==> src/rtl/frame_irq_pkg.sv <==
package frame_irq_pkg;

  typedef enum logic [0:0] {
    RD_IDLE = 1'b0,
    RD_BUSY = 1'b1
  } rd_phase_e;

  typedef enum logic [2:0] {
    ACT_ACCUM        = 3'd0,
    ACT_TICK         = 3'd1,
    ACT_HOLD         = 3'd2,
    ACT_RELEASE      = 3'd3,
    ACT_RELEASE_TICK = 3'd4
  } post_act_e;

  // Chooses what the storage stages do in this cycle.
  function automatic post_act_e choose_act(logic reading, logic ending, logic tick);
    if (reading) return ACT_HOLD;
    if (ending) return tick ? ACT_RELEASE_TICK : ACT_RELEASE;
    if (tick) return ACT_TICK;
    return ACT_ACCUM;
  endfunction

  function automatic logic act_posts(post_act_e a);
    return (a == ACT_TICK) || (a == ACT_RELEASE_TICK);
  endfunction

  function automatic logic act_releases(post_act_e a);
    return (a == ACT_RELEASE) || (a == ACT_RELEASE_TICK);
  endfunction

endpackage

==> src/rtl/irq_rd_tracker.sv <==
module irq_rd_tracker
  import frame_irq_pkg::*;
(
  input  logic clk,
  input  logic rst_n,
  input  logic rd_sel_i,
  input  logic rd_strobe_i,
  output logic rd_active_o,
  output logic rd_end_o
);

  rd_phase_e phase_q;

  assign rd_active_o = rd_sel_i & rd_strobe_i;
  assign rd_end_o    = (phase_q == RD_BUSY) & ~rd_active_o;

  always_ff @(posedge clk or negedge rst_n) begin
    if (!rst_n) phase_q <= RD_IDLE;
    else        phase_q <= rd_active_o ? RD_BUSY : RD_IDLE;
  end


  rd_end_after_busy_chk: assert property (@(posedge clk) disable iff (!rst_n)
    rd_end_o |-> $past(rd_active_o));

endmodule

==> src/rtl/irq_evt_stage.sv <==
module irq_evt_stage
  import frame_irq_pkg::*;
#(
  parameter int unsigned EVT_W = 8
) (
  input  logic             clk,
  input  logic             rst_n,
  input  post_act_e        act_i,
  input  logic [EVT_W-1:0] evt_i,
  output logic [EVT_W-1:0] pending_o,
  output logic [EVT_W-1:0] held_o
);

  for (genvar b = 0; b < EVT_W; b++) begin : g_bit
    logic pend_q;
    logic held_q;

    always_ff @(posedge clk or negedge rst_n) begin
      if (!rst_n) begin
        pend_q <= 1'b0;
        held_q <= 1'b0;
      end else begin
        unique case (act_i)
          ACT_HOLD: held_q <= held_q | evt_i[b];
          ACT_ACCUM: pend_q <= pend_q | evt_i[b];
          ACT_TICK: pend_q <= 1'b0;
          ACT_RELEASE: begin
            pend_q <= pend_q | evt_i[b];
            held_q <= 1'b0;
          end
          ACT_RELEASE_TICK: begin
            pend_q <= 1'b0;
            held_q <= 1'b0;
          end
          default: ;
        endcase
      end
    end

    assign pending_o[b] = pend_q;
    assign held_o[b]    = held_q;
  end


  pending_kept_in_read_chk: assert property (@(posedge clk) disable iff (!rst_n)
    (act_i == ACT_HOLD) |=> $stable(pending_o));


  held_empty_after_release_chk: assert property (@(posedge clk) disable iff (!rst_n)
    act_releases(act_i) |=> (held_o == '0));

endmodule

==> src/rtl/irq_post_reg.sv <==
module irq_post_reg
  import frame_irq_pkg::*;
#(
  parameter int unsigned EVT_W = 8
) (
  input  logic             clk,
  input  logic             rst_n,
  input  post_act_e        act_i,
  input  logic [EVT_W-1:0] evt_i,
  input  logic [EVT_W-1:0] pending_i,
  input  logic [EVT_W-1:0] held_i,
  output logic [EVT_W-1:0] flags_o,
  output logic             irq_n_o
);

  logic [EVT_W-1:0] flags_q;
  logic [EVT_W-1:0] flags_d;
  logic             irq_n_q;
  logic             irq_n_d;
  logic             post_w;
  logic             release_w;

  assign post_w    = act_posts(act_i);
  assign release_w = act_releases(act_i);

  always_comb begin
    flags_d = flags_q;
    irq_n_d = irq_n_q;
    unique case (act_i)
      ACT_TICK: begin
        flags_d = flags_q | pending_i | evt_i;
        irq_n_d = ~|flags_d;
      end
      ACT_RELEASE: begin
        flags_d = held_i;
        irq_n_d = 1'b1;
      end
      ACT_RELEASE_TICK: begin
        flags_d = held_i | pending_i | evt_i;
        irq_n_d = ~|flags_d;
      end
      default: ;
    endcase
  end

  always_ff @(posedge clk or negedge rst_n) begin
    if (!rst_n) begin
      flags_q <= '0;
      irq_n_q <= 1'b1;
    end else begin
      flags_q <= flags_d;
      irq_n_q <= irq_n_d;
    end
  end

  assign flags_o = flags_q;
  assign irq_n_o = irq_n_q;


  irq_fall_needs_tick_chk: assert property (@(posedge clk) disable iff (!rst_n)
    $fell(irq_n_q) |-> $past(post_w));


  irq_rise_needs_read_chk: assert property (@(posedge clk) disable iff (!rst_n)
    $rose(irq_n_q) |-> $past(release_w));


  flags_frozen_in_read_chk: assert property (@(posedge clk) disable iff (!rst_n)
    (act_i == ACT_HOLD) |=> $stable(flags_q));


  irq_clear_on_release_chk: assert property (@(posedge clk) disable iff (!rst_n)
    (act_i == ACT_RELEASE) |=> irq_n_q);

endmodule

==> src/rtl/frame_irq_reg.sv <==
module frame_irq_reg
  import frame_irq_pkg::*;
#(
  parameter int unsigned EVT_W = 8
) (
  input  logic             clk,
  input  logic             rst_n,
  input  logic [EVT_W-1:0] evt_i,
  input  logic             frame_tick_i,
  input  logic             rd_sel_i,
  input  logic             rd_strobe_i,
  output logic [EVT_W-1:0] rd_data_o,
  output logic             irq_n_o
);

  logic             rd_active_w;
  logic             rd_end_w;
  post_act_e        act_w;
  logic [EVT_W-1:0] pending_w;
  logic [EVT_W-1:0] held_w;
  logic [EVT_W-1:0] flags_w;

  irq_rd_tracker u_trk (
    .clk        (clk),
    .rst_n      (rst_n),
    .rd_sel_i   (rd_sel_i),
    .rd_strobe_i(rd_strobe_i),
    .rd_active_o(rd_active_w),
    .rd_end_o   (rd_end_w)
  );

  assign act_w = choose_act(rd_active_w, rd_end_w, frame_tick_i);

  irq_evt_stage #(.EVT_W(EVT_W)) u_evt (
    .clk      (clk),
    .rst_n    (rst_n),
    .act_i    (act_w),
    .evt_i    (evt_i),
    .pending_o(pending_w),
    .held_o   (held_w)
  );

  irq_post_reg #(.EVT_W(EVT_W)) u_post (
    .clk      (clk),
    .rst_n    (rst_n),
    .act_i    (act_w),
    .evt_i    (evt_i),
    .pending_i(pending_w),
    .held_i   (held_w),
    .flags_o  (flags_w),
    .irq_n_o  (irq_n_o)
  );

  assign rd_data_o = rd_active_w ? flags_w : '0;


  idle_events_not_posted_chk: assert property (@(posedge clk) disable iff (!rst_n)
    (act_w == ACT_ACCUM) |=> $stable(flags_w));

endmodule

==> config.mk <==
export PLATFORM = sky130hd
export DESIGN_NAME = frame_irq_reg
export DESIGN_NICKNAME = d
export VERILOG_FILES = /design/src/rtl/frame_irq_pkg.sv /design/src/rtl/irq_rd_tracker.sv /design/src/rtl/irq_evt_stage.sv /design/src/rtl/irq_post_reg.sv /design/src/rtl/frame_irq_reg.sv
export SDC_FILE = /design/constraint.sdc
export NUM_CORES = 1
export LEC_CHECK = 0
export ABC_AREA = 0
export BUFFER_PORTS_ARGS = -buffer_cell sky130_fd_sc_hd__buf_2
export CORE_ASPECT_RATIO = 0.9
export CORE_MARGIN = 2
export CORE_UTILIZATION = 40
export CTS_BUF_LIST = sky130_fd_sc_hd__clkbuf_16
export DETAILED_ROUTE_END_ITERATION = 6
export GPL_TIMING_DRIVEN = 1
export PLACE_DENSITY_LB_ADDON = 0.15
export SYNTH_ARGS = -nofsm -noshare
export SYNTH_HDL_FRONTEND = slang
export SYNTH_SLANG_ARGS = --single-unit
==> constraint.sdc <==
create_clock -name clk -period 5.89 [get_ports clk]
set_input_delay 1.178 -clock clk [delete_from_list [all_inputs] [get_ports clk]]
set_output_delay 1.178 -clock clk [all_outputs]
set_load 0.01 [all_outputs]
---- After elaboration in Yosys (flattened, before gate mapping) ----
Cells that the tools add are included.
storage, ports and cells
  register bits ........................... 26
operators by class
  equal/unequal tests ..................... 4
  mux-type cells .......................... 32
  bitwise gates (word level) .............. 23
  reduce and logical (&&, ||, !) cells .... 11
operators with widths
  kind                                                  count
  bitwise OR 8 bit                                      4
  case mux 1 bit (2 select lines)                       16
  case mux 8 bit (3 select lines)                       1
  two-way mux 3 bit                                     7
  bitwise OR 1 bit                                      16
  OR reduction 8 bit                                    2
  two-way mux 8 bit                                     1
  equality test 3 x 2 -> 1 bit (second input constant)  2
  two-way mux 1 bit                                     6
  OR reduction 2 bit                                    3
  nonzero test 2 bit                                    2
  equality test 3 x 1 -> 1 bit (second input constant)  1
  equality test 3 bit (second input constant)           1
  logical NOT 3 bit                                     1
  case mux 1 bit (3 select lines)                       1
  nonzero test 3 bit                                    1
  bitwise AND 1 bit                                     2
  logical NOT 1 bit                                     2
  NOT 1 bit                                             1

---- Logic depth before layout (Yosys ltp) ----
Gate-level depths: netlist of the first run.
  depth after elaboration ................. 13
  depth in mapped cells ................... 11
  mapped depth without buffers ............ 7

---- By module ----
Synthesis of the first run repeated with hierarchy kept, for this count alone.
unflattened totals
  cells, all modules ...................... 193
  area, all modules ....................... 1905.6 sq um
by module, submodules not included
  module          times used  cells each  area an instance (sq um)  sequential area each (sq um)
  irq_evt_stage   1           91          974.7                     400.4
  irq_post_reg    1           84          777.0                     226.5
  frame_irq_reg   1           15          115.1                     0.0
  irq_rd_tracker  1           3           38.8                      25.0

---- Worst setup path before layout of the first run ----
Ideal clock, no wire load.
  path type ............................... input to register
  start ................................... in rd_sel_i
  end ..................................... reg u_post.flags_q[4] (netlist: u_post.flags_o[4])
  library setup time ...................... 126 ps
  arrival ................................. 3268 ps
  required time ........................... 5764 ps
  setup slack ............................. 2496 ps
  cell stages on the path ................. 11
  path buffers ............................ 4
  path through ............................ and2_1 -> buf_2 -> buf_1 -> nor2b_1 -> ha_1 -> nand2_2 -> or2_1 -> buf_6 -> a21o_4 -> buf_6 -> o32a_1
on the way
  cells in the longest elaborated chain, start to end .. 10
  elaborated cells between the ends (all ways) .. 16
  classes of those cells .................. eq/ne: 3; mux: 9; bitwise: 3; reduce/logical: 1
ends and longest elaborated chain
  what                                                                   line                  RTL
  start: declaration                                                     frame_irq_reg.sv:10   input logic rd_sel_i,
  bitwise AND 1 bit *                                                    irq_rd_tracker.sv:14  assign rd_active_o = rd_sel_i & rd_strobe_i;
  NOT 1 bit                                                              irq_rd_tracker.sv:15  assign rd_end_o = (phase_q == RD_BUSY) & ~rd_active_o;
  bitwise AND 1 bit                                                      irq_rd_tracker.sv:15
  two-way mux 3 bit                                                      frame_irq_pkg.sv:19   if (ending) return tick ? ACT_RELEASE_TICK : ACT_RELEASE;
  two-way mux 3 bit                                                      frame_irq_pkg.sv:20   if (tick) return ACT_TICK;
  two-way mux 3 bit                                                      frame_irq_pkg.sv:21   return ACT_ACCUM;
  two-way mux 3 bit                                                      frame_irq_pkg.sv:20
  two-way mux 3 bit *                                                    frame_irq_pkg.sv:19
  equality test 3 bit (tied with other cells)                            --
  case mux 8 bit (3 select lines) or nonzero test 3 bit (tied branches)  --
  end signal: assignment                                                 irq_post_reg.sv:51    flags_q <= flags_d;
  end: declaration                                                       irq_post_reg.sv:16    logic [EVT_W-1:0] flags_q;
Mark *: on every way between the ends. The rest lies on a longest branch, timed or not. The select of a mux whose other input is x is not followed.
A chain may end at the register's enable or synchronous reset.

---- Worst setup path in the final report of the first run ----
  start ................................... in rd_sel_i
  end ..................................... reg u_post.flags_q[0] (netlist: u_post.flags_o[0])
Same word-level chain as after synthesis.

==> results.sh, run 1 <==
export IMPL_dp_final_hpwl_mm=2.24
export IMPL_grt_usage_pct=18.7
export IMPL_finalHoldViolCount=0
export IMPL_cts_setup_buffers=0
export IMPL_clockBufferDepth=2
export IMPL_worstHoldPathType="flop to flop"
export IMPL_start_kind="primary input"
export IMPL_cts_root_buffer="clkbuf_16"
export IMPL_cts_resized=0
export IMPL_fillers=308
export IMPL_nets=166
export IMPL_seq_area_frac_synth_pct=49.2
export IMPL_worst_path_max_fanout=29
export IMPL_via_per_inst=5.78
export IMPL_path_class="primary input to flop"
export IMPL_p_seq_share_pct=50.0
export IMPL_grt_pass1_wl_mm=5.40
export IMPL_regArea_um2=652
export IMPL_synth_top_area_share_pct=47.2
export IMPL_critPathBufInv=1
export IMPL_yosys_top_cells_area="dfrtp_1 (47%), a21oi_1 (7.2%), a22o_2 (6.0%)"
export IMPL_synth_nets=148
export IMPL_clock_sinks=26
export IMPL_end_kind="flop"
export IMPL_h_tree_depth=1
export IMPL_drc=0
export IMPL_p_sw_share_pct=27.1
export IMPL_setup_tns_ns=0
export IMPL_tritoncts="done"
export IMPL_crit_path_max_incr_delay_ns=0.81
export IMPL_synthCells=133
export IMPL_cts_hold_fix_buffers=0
export IMPL_setup_viol=0
export IMPL_antenna_left=0
export IMPL_hold_depth=1
export IMPL_cts_buffers=3
export IMPL_via_count=1109
export IMPL_first_global_vias=1057
export IMPL_crit_arrival_ns=4.14
export IMPL_multi_input_area_um2=616
export IMPL_comb_power_share_pct=16.9
export IMPL_p_clk_share_pct=33.1
export IMPL_dr_pass1_iters=4
export IMPL_synth_top_cell_by_area="dfrtp_1"
export IMPL_tightest_slew_ns=1.00
export IMPL_clock_latency_ns=0.26
export IMPL_routedWlPerCell_um=16.6
export IMPL_initial_utilization_pct=42.5
export IMPL_finalMaxSlewViolations=0
export IMPL_crit_required_ns=6.03
export IMPL_routabilityCongestion=0.764
export IMPL_synth_warnings=0
export IMPL_ys_types=28
export IMPL_outcome="complete, no violations"
export IMPL_die_w_um=64.7
export IMPL_critical_path_depth=8
export IMPL_wirelength_mm=3.19
export IMPL_grt_overflow=0
export IMPL_max_freq_mhz=250
export IMPL_syn_avg_cell_area_um2=9.96
export IMPL_fin_area_um2=1520
export IMPL_drive_gt1_share_pct=28.0
export IMPL_fin_crit_sh_pct=67.9
export IMPL_synth_edf_count=0
export IMPL_syn2layout_area_growth_pct=14.4
export IMPL_p_int_uw=333
export IMPL_core_area_um2=3110
export IMPL_placed_area_um2=1440
export IMPL_clock_skew_ns=0.00433
export IMPL_ys_ff_latch=26
export IMPL_drt_iter0_markers=63
export IMPL_rsz0062_at_grt="false"
export IMPL_ys_flop_type="dfrtp_1"
export IMPL_fin_crit_ns=4.00
export IMPL_r2r_cells=6
export IMPL_path_cells="buf_2, and2_1, nor2b_1, ha_1, nor2_1, nand2_1, a21o_4, o32a_2"
export IMPL_leakagePower_nw=0.686
export IMPL_netlist_area_um2=1330
export IMPL_clkTransAtPathRegs_ns=0.07
export IMPL_ios=22
export IMPL_maxSlewHeadroom_pct=33.1
export IMPL_vdd_drop_max_mv=0.196
export IMPL_io_buffers=21
export IMPL_cap_viol_max_count=0
export IMPL_crit_path_top_delay_cell="and2_1"
export IMPL_critPathTopFamily="simple AND/OR/NAND/NOR gates"
export IMPL_diodes=0
export IMPL_p_per_area_nw_per_um2=301
export IMPL_grt_start_max_net_pins=30
export IMPL_ys_async_sr_fraction_pct=100
export IMPL_antenna_found_initial=0
export IMPL_die_h_um=58.6
export IMPL_die_area_um2=3790
export IMPL_rows=19
export IMPL_p_sw_uw=123
[final cells by class]
cell class	count	area share, %
clock buffer	3	4.95
timing repair buffer	21	6.94
tap	42	3.47
sequential	26	43.0
multi-input combinational	96	40.6
clock inverter	1	0.248
inverter	3	0.743
[layer usage]
layer,vias up,global-route usage [%],wire length (um)
li1,536,-,-
met1,540,27.8,1650
met2,31,28.0,1340
met4,0,2.74,19
met5,-,0,0
met3,2,5.16,188
[synthesized netlist by cell type, types with 3 or more instances]
| cell type | instances |
|---|---|
| o32a_2 | 6 |
| dfrtp_1 | 25 |
| a21oi_1 | 19 |
| nand2_1 | 9 |
| inv_1 | 3 |
| and3_1 | 8 |
| a22o_2 | 8 |
| clkbuf_1 | 3 |
| nor2_1 | 17 |
| nor4_1 | 4 |
| o31ai_1 | 8 |
[path summary, 6_finish.rpt]
check                             startpoint               endpoint  slack (ns)
min reg2reg                u_post.flags_o[1]      u_post.flags_o[1]        0.53
min                        u_post.flags_o[1]      u_post.flags_o[1]        0.53
max                                 rd_sel_i      u_post.flags_o[0]        1.89
max in group asynchronous              rst_n  u_evt.g_bit[2].pend_q        4.61
min in group asynchronous              rst_n          u_trk.phase_q        0.90
max reg2reg                    u_trk.phase_q      u_post.flags_o[0]        3.43
[worst register-to-register path, cell delays in order, from the launching register on]
cell	delay [ns]
dfrtp_1	0.36
nor2b_1	0.14
ha_1	0.37
nor2_1	0.62
nand2_1	0.15
a21o_4	0.32
o32a_2	0.39
[per-stage QoR]
stage	std cells	setup slack (ns)	util [%]	hold WS, ns	power, mW
final	192	1.89	48.7	0.533	0.456
after detailed placement	188	1.62	46.1	0.514	0.308
after global routing	192	1.64	48.7	0.549	0.480
after floorplan	133	2.50	-	0.483	0.277
after CTS	192	1.90	48.7	0.531	0.461
after global placement	188	1.74	46.1	0.516	0.307
[flip-flops by register name, summed over array words and instances, names as in the netlist]
register / flops
u_trk.phase_q: 1
u_post.irq_n_o: 1
u_post.flags_o: 8
u_evt.g_bit.pend_q: 8
u_evt.g_bit.held_q: 8
[logic make-up (layout without fill, tap and decap cells)]
group / count (synthesis) / after routing / share of synthesized area, %
compound gates: 47 / 47 / 27.5
fa+ha+maj: 2 / 2 / 1.89
buf+inv: 11 / 28 / 4.34
simple gates: 47 / 47 / 17.1
flops: 26 / 26 / 49.2
[placed cells by master, fill, tap and decap left out, drive strengths merged]
cell and n:
buf 21, nor4 4, o32a 8, nor2b 1, o211a 1, a21o 1
inv 4, dfrtp 25, nand2 10, nand3 2, a22o 8, nor2 17
clkbuf 3, a21oi 19, o31ai 8, and2 1, and3 8, nand4 2
or2 2, o221ai 1, dfstp 1, ha 2, o211ai 1
[power groups by stage]
stage	combinational (mW)	sequential (mW)	clock [mW]
global placement	0.0772	0.230	0
global route	0.0858	0.231	0.164
finish	0.0773	0.228	0.151
floorplan	0.0545	0.222	0
detailed placement	0.0779	0.231	0
CTS	0.0782	0.227	0.155
Power figures use the tool's default switching activity.
==> run 2: changes to the inputs <==
==> constraint.sdc (replaced) <==
create_clock -name clk -period 3.5 [get_ports clk]
set_input_delay 0.7 -clock clk [delete_from_list [all_inputs] [get_ports clk]]
set_output_delay 0.7 -clock clk [all_outputs]
set_load 0.01 [all_outputs]
==> run 2 against run 1 <==
Against the previous run:
- via count up 2.8%
- cell area up 0.99%
- hold slack worse by 0.095 ns
- final cell count up 1.0%
- clock-buffer cell count unchanged
- die area unchanged
- wire length up 3.3%
==> results.sh, run 2 (same netlist as run 1, synthesis figures left out) <==
export IMPL_clockBufferDepth=2
export IMPL_dp_slack_ns=0.846
export IMPL_clock_skew_ns=0.00238
export IMPL_drt_iter0_markers=68
export IMPL_critPathTopFamily="simple AND/OR/NAND/NOR gates"
export IMPL_antenna_found_initial=0
export IMPL_finalMaxSlewViolations=0
export IMPL_final_setup_worst_slack_ns=1.09
export IMPL_drc=0
export IMPL_initial_utilization_pct=42.5
export IMPL_rows=19
export IMPL_worstHoldPathType="primary input to async pin"
export IMPL_drive_gt1_share_pct=28.9
export IMPL_nets=168
export IMPL_cts_buffers=3
export IMPL_finalHoldViolCount=0
export IMPL_cts_setup_buffers=0
export IMPL_grt_overflow=0
export IMPL_leakagePower_nw=0.693
export IMPL_clock_latency_ns=0.25
export IMPL_busiest_layer="met2"
export IMPL_clkTransAtPathRegs_ns=0.06
export IMPL_via_count=1140
export IMPL_p_per_area_nw_per_um2=500
export IMPL_outcome="complete, no violations"
export IMPL_die_w_um=64.7
export IMPL_fin_crit_sh_pct=68.7
export IMPL_maxSlewHeadroom_pct=61.8
export IMPL_setup_tns_ns=0
export IMPL_die_h_um=58.6
export IMPL_cts_root_buffer="clkbuf_16"
export IMPL_cap_viol_max_count=0
export IMPL_dp_final_hpwl_mm=2.33
export IMPL_core_area_um2=3110
export IMPL_via_per_inst=5.88
export IMPL_clock_sinks=26
export IMPL_final_cell_mix="dfrtp_1 (25), buf_2 (21), a21oi_1 (19)"
export IMPL_first_global_vias=1107
export IMPL_die_area_um2=3790
export IMPL_path_cells="buf_2, and2_1, nor2b_1, ha_1, nand2_2, or2_1, a21o_4, o32a_2"
export IMPL_tightest_slew_ns=0.573
export IMPL_antenna_left=0
export IMPL_crit_required_ns=3.64
export IMPL_crit_path_top_delay_cell="o32a_2"
export IMPL_end_kind="flop"
export IMPL_h_tree_depth=1
export IMPL_path_class="primary input to flop"
export IMPL_syn2layout_area_growth_pct=15.5
export IMPL_routedWlPerCell_um=17.0
export IMPL_diodes=0
export IMPL_final_common_cell="dfrtp_1"
export IMPL_fin_crit_ns=2.41
export IMPL_start_kind="primary input"
export IMPL_vdd_drop_max_mv=0.241
export IMPL_grt_start_max_net_pins=29
export IMPL_grt_util_met2_pct=28.7
export IMPL_final_util_pct=49.1
export IMPL_cts_hold_fix_buffers=0
export IMPL_rsz0062_at_grt="false"
export IMPL_fillers=302
export IMPL_critPathBufInv=1
export IMPL_setup_viol=0
export IMPL_grt_pass1_wl_mm=5.49
export IMPL_io_buffers=21
export IMPL_ios=22
export IMPL_crit_arrival_ns=2.54
export IMPL_max_freq_mhz=416
export IMPL_tritoncts="done"
export IMPL_dr_pass1_iters=4
export IMPL_worst_path_max_fanout=16
export IMPL_grt_usage_pct=18.5
export IMPL_cts_resized=0
export IMPL_met3_usage_pct=2.68
export IMPL_wirelength_mm=3.30
export IMPL_crit_path_max_incr_delay_ns=0.38
export IMPL_routabilityCongestion=0.873
export IMPL_grt_util_met1_pct=27.7
[run 2: report_power, final]
part	total [mW]	internal, mW	switching, mW
Clock	0.248	0.153	0.0950
Combinational	0.135	0.0657	0.0696
Sequential	0.383	0.344	0.0390
Total	0.766	0.562	0.204
[run 2: path summary, 6_finish.rpt]
check / depth (start not counted) / startpoint / end / slack [ns]
setup / recovery: 8 / rd_sel_i / u_post.flags_o[3] / 1.09
hold / removal: 1 / rst_n / u_trk.phase_q / 0.44
setup reg to reg: 6 / u_trk.phase_q / u_post.flags_o[3] / 1.43
hold reg to reg: 1 / u_post.flags_o[1] / u_post.flags_o[1] / 0.54
max in group asynchronous: 1 / rst_n / u_evt.g_bit[1].pend_q / 2.68
min in group clk: 1 / u_post.flags_o[1] / u_post.flags_o[1] / 0.54
[run 2: stage by stage]
step / hold slack (ns) / instance area, um2 / total power, mW / instances
floorplan: 0.404 / 1330 / 0.465 / 133
global placement: 0.518 / 1450 / 0.520 / 190
detailed placement: 0.519 / 1450 / 0.522 / 190
finish: 0.437 / 1530 / 0.766 / 194
global route: 0.479 / 1530 / 0.809 / 194
CTS: 0.462 / 1530 / 0.771 / 194
[run 2: area by class of cell]
| type | instances | area, um2 | share of cell area (%) |
|---|---|---|---|
| sequential | 26 | 652 | 42.6 |
| multi-input combinational | 96 | 616 | 40.2 |
| timing repair buffer | 23 | 120 | 7.85 |
| clock buffer | 3 | 75.1 | 4.91 |
| tap | 42 | 52.6 | 3.43 |
| inverter | 3 | 11.3 | 0.736 |
| clock inverter | 1 | 3.75 | 0.245 |
[run 2: metal layers]
layer	part of all wire, %	vias up
met4	0.33	0
met1	47	564
met2	47	37
li1	-	537
met3	5.6	2
met5	0	-
==> run 3: changes to the inputs <==
--- a/config.mk
+++ b/config.mk
@@ -5,7 +5,7 @@
 export SDC_FILE = /design/constraint.sdc
 export NUM_CORES = 1
 export LEC_CHECK = 0
-export ABC_AREA = 0
+export ABC_AREA = 1
 export BUFFER_PORTS_ARGS = -buffer_cell sky130_fd_sc_hd__buf_2
 export CORE_ASPECT_RATIO = 0.9
 export CORE_MARGIN = 2
==> constraint.sdc (replaced) <==
create_clock -name clk -period 2.1 [get_ports clk]
set_input_delay 0.42 -clock clk [delete_from_list [all_inputs] [get_ports clk]]
set_output_delay 0.42 -clock clk [all_outputs]
set_load 0.01 [all_outputs]
==> run 3 against run 2 <==
Against the previous run:
- cell area increased by 12%
- worst setup slack got worse by 0.65 ns
- critical path type is now flop to flop
- combinational power increased by 120%
- area after synthesis increased by 13%
- clock power increased by 73%
- sequential power increased by 69%
- total power increased by 80%
- final cell count increased by 42%
- largest power group unchanged
- die area increased by 12%
- sequential share of layout area decreased by 4.6 points
- synthesized cell count increased by 56%
- wire length decreased by 2.2%
==> results.sh, run 3 <==
export IMPL_outcome="complete, no violations"
export IMPL_clock_latency_ns=0.26
export IMPL_fillers=384
export IMPL_rr_endpoint="u_post.flags_o[5]"
export IMPL_grt_util_met1_pct=23.2
export IMPL_p_seq_share_pct=47.0
export IMPL_synth_edf_count=0
export IMPL_crit_start="u_trk.phase_q"
export IMPL_crit_arrival_ns=1.84
export IMPL_rsz0062_at_grt="false"
export IMPL_worst_path_max_fanout=17
export IMPL_final_setup_worst_slack_ns=0.442
export IMPL_r2r_start="u_trk.phase_q"
export IMPL_synth_top_area_share_pct=41.8
export IMPL_r2r_cells=10
export IMPL_fin_crit_ns=1.66
export IMPL_die_area_um2=4250
export IMPL_ys_flop_type="dfrtp_1"
export IMPL_rows=21
export IMPL_cts_resized=0
export IMPL_clkTransAtPathRegs_ns=0.07
export IMPL_comb_power_share_pct=21.7
export IMPL_seq_area_frac_synth_pct=43.5
export IMPL_nets=246
export IMPL_final_common_cell="nor2_1"
export IMPL_crit_required_ns=2.29
export IMPL_finalHoldViolCount=0
export IMPL_final_cell_mix="nor2_1 (44), nand2_1 (43), inv_1 (32)"
export IMPL_leakagePower_nw=0.871
export IMPL_cap_viol_max_count=0
export IMPL_ys_ff_latch=26
export IMPL_cts_root_buffer="clkbuf_16"
export IMPL_clock_sinks=26
export IMPL_syn_avg_cell_area_um2=7.24
export IMPL_synth_nets=222
export IMPL_start_kind="flop"
export IMPL_p_sw_share_pct=30.2
export IMPL_yosys_top_cells_count="nor2_1 (44), nand2_1 (43), inv_1 (32), dfrtp_1 (25), nand3_1 (18)"
export IMPL_netlist_area_um2=1500
export IMPL_setup_tns_ns=0
export IMPL_dp_slack_ns=0.166
export IMPL_met3_usage_pct=4.68
export IMPL_routedWlPerCell_um=11.7
export IMPL_p_sw_uw=416
export IMPL_yosys_top_cells_area="dfrtp_1 (42%), nor2_1 (11%), nand2_1 (11%)"
export IMPL_critPathCapture="u_post.flags_o[5]"
export IMPL_cts_hold_fix_buffers=0
export IMPL_synthCells=207
export IMPL_die_w_um=68.5
export IMPL_setup_viol=0
export IMPL_antenna_left=0
export IMPL_initial_utilization_pct=41.0
export IMPL_grt_pass1_wl_mm=5.49
export IMPL_via_per_inst=4.67
export IMPL_ios=22
export IMPL_path_class="flop to flop"
export IMPL_drt_iter0_markers=86
export IMPL_grt_start_max_net_pins=27
export IMPL_core_area_um2=3650
export IMPL_max_freq_mhz=603
export IMPL_die_h_um=62.1
export IMPL_p_int_uw=960
export IMPL_via_count=1289
export IMPL_cts_setup_buffers=0
export IMPL_finalPower_mw=1.38
export IMPL_finalMaxSlewViolations=0
export IMPL_drc=0
export IMPL_p_per_area_nw_per_um2=802
export IMPL_end_kind="flop"
export IMPL_drive_gt1_share_pct=17.8
export IMPL_grt_overflow=0
export IMPL_wirelength_mm=3.23
export IMPL_diodes=0
export IMPL_fin_crit_sh_pct=79.0
export IMPL_clock_skew_ns=0.00156
export IMPL_dp_final_hpwl_mm=2.34
export IMPL_io_buffers=21
export IMPL_r2r_setup_slack_ns=0.44
export IMPL_syn2layout_area_growth_pct=14.5
export IMPL_grt_util_met2_pct=29.7
export IMPL_p_clk_share_pct=31.2
export IMPL_vdd_drop_max_mv=0.363
export IMPL_dr_pass1_iters=4
export IMPL_synth_warnings=0
export IMPL_tightest_slew_ns=0.610
export IMPL_routabilityCongestion=0.798
export IMPL_antenna_found_initial=0
export IMPL_busiest_layer="met2"
export IMPL_clockBufferDepth=2
export IMPL_ys_types=22
export IMPL_synth_top_cell_by_area="dfrtp_1"
export IMPL_tritoncts="done"
export IMPL_yosysMostFrequentCell="nor2_1"
export IMPL_worstHoldPathType="primary input to async pin"
export IMPL_first_global_vias=1216
export IMPL_ys_async_sr_fraction_pct=100
export IMPL_cts_buffers=3
export IMPL_maxSlewHeadroom_pct=59.3
export IMPL_grt_usage_pct=17.7
export IMPL_h_tree_depth=1
==> run 3: changes by cell type after synthesis, sizes merged, moves of 4 or more <==
cell / before / now
o21ai: 0 / 16
nor2: 17 / 46
o31ai: 8 / 0
and3: 8 / 0
inv: 3 / 36
nand3: 2 / 19
nand2: 10 / 46
nor4: 4 / 0
a21oi: 19 / 9
a22o: 8 / 0
o32a: 8 / 0
==> run 3: kinds of logic (layout without fill, tap and decap cells) <==
family	after synthesis	count (layout)	synth area share (%)
DFF	26	26	43.5
adders and majority gates	2	2	1.67
AOI/OAI and AO/OA	25	25	8.61
and+or+nand+nor	113	113	34.1
buffers and inverters	41	64	12.1
==> run 3: how the worst min path moves through the flow <==
| stage | startpoint | end | slack (ns) | cells after the start |
|---|---|---|---|---|
| final | rst_n | u_evt.g_bit[1].pend_q | 0.17 | 1 |
| after global routing | rst_n | u_trk.phase_q | 0.21 | 1 |
| after global placement | rst_n | u_evt.g_bit[1].pend_q | 0.46 | 1 |
| after detailed placement | rst_n | u_evt.g_bit[1].pend_q | 0.47 | 1 |
| after CTS | rst_n | u_trk.phase_q | 0.18 | 1 |
| after floorplan | rst_n | u_evt.g_bit[0].held_q | 0.12 | 0 |
==> run 3: critical path, cell delays in order, from the launching register on <==
cell,delay [ns]
dfrtp_1,0.32
inv_1,0.03
nor2_1,0.15
ha_1,0.29
inv_1,0.12
nand4_4,0.12
nand2_4,0.19
inv_2,0.12
nand2_1,0.07
nand3_1,0.07
o21ai_1,0.09
==> run 3: cell type report <==
cell class	count	area, um2	share of cell area, %
multi-input combinational	140	664	38.7
sequential	26	652	38.0
inverter	36	135	7.88
timing repair buffer	24	128	7.44
clock buffer	3	75.1	4.38
tap	46	57.6	3.36
clock inverter	1	3.75	0.219
==> run 3: power groups by stage <==
stage / clock network, mW / registers, mW / logic, mW
floorplan: 0 / 0.645 / 0.219
global placement: 0 / 0.654 / 0.302
detailed placement: 0 / 0.656 / 0.301
CTS: 0.443 / 0.646 / 0.304
global route: 0.460 / 0.656 / 0.350
finish: 0.430 / 0.647 / 0.299
==> run 3: metal layers <==
metal  vias up  share of wire [%]
li1        686                  -
met3         4                3.8
met5         -                  0
met1       583                 50
met2        16                 45
met4         0               0.74
==> run 3: per-stage QoR <==
step	cell area (um2)	instances	hold WS, ns	util (%)
floorplan	1500	207	0.124	-
global placement	1640	272	0.465	44.8
detailed placement	1640	272	0.465	44.8
CTS	1720	276	0.185	47.0
global route	1720	276	0.206	47.0
finish	1720	276	0.165	47.0
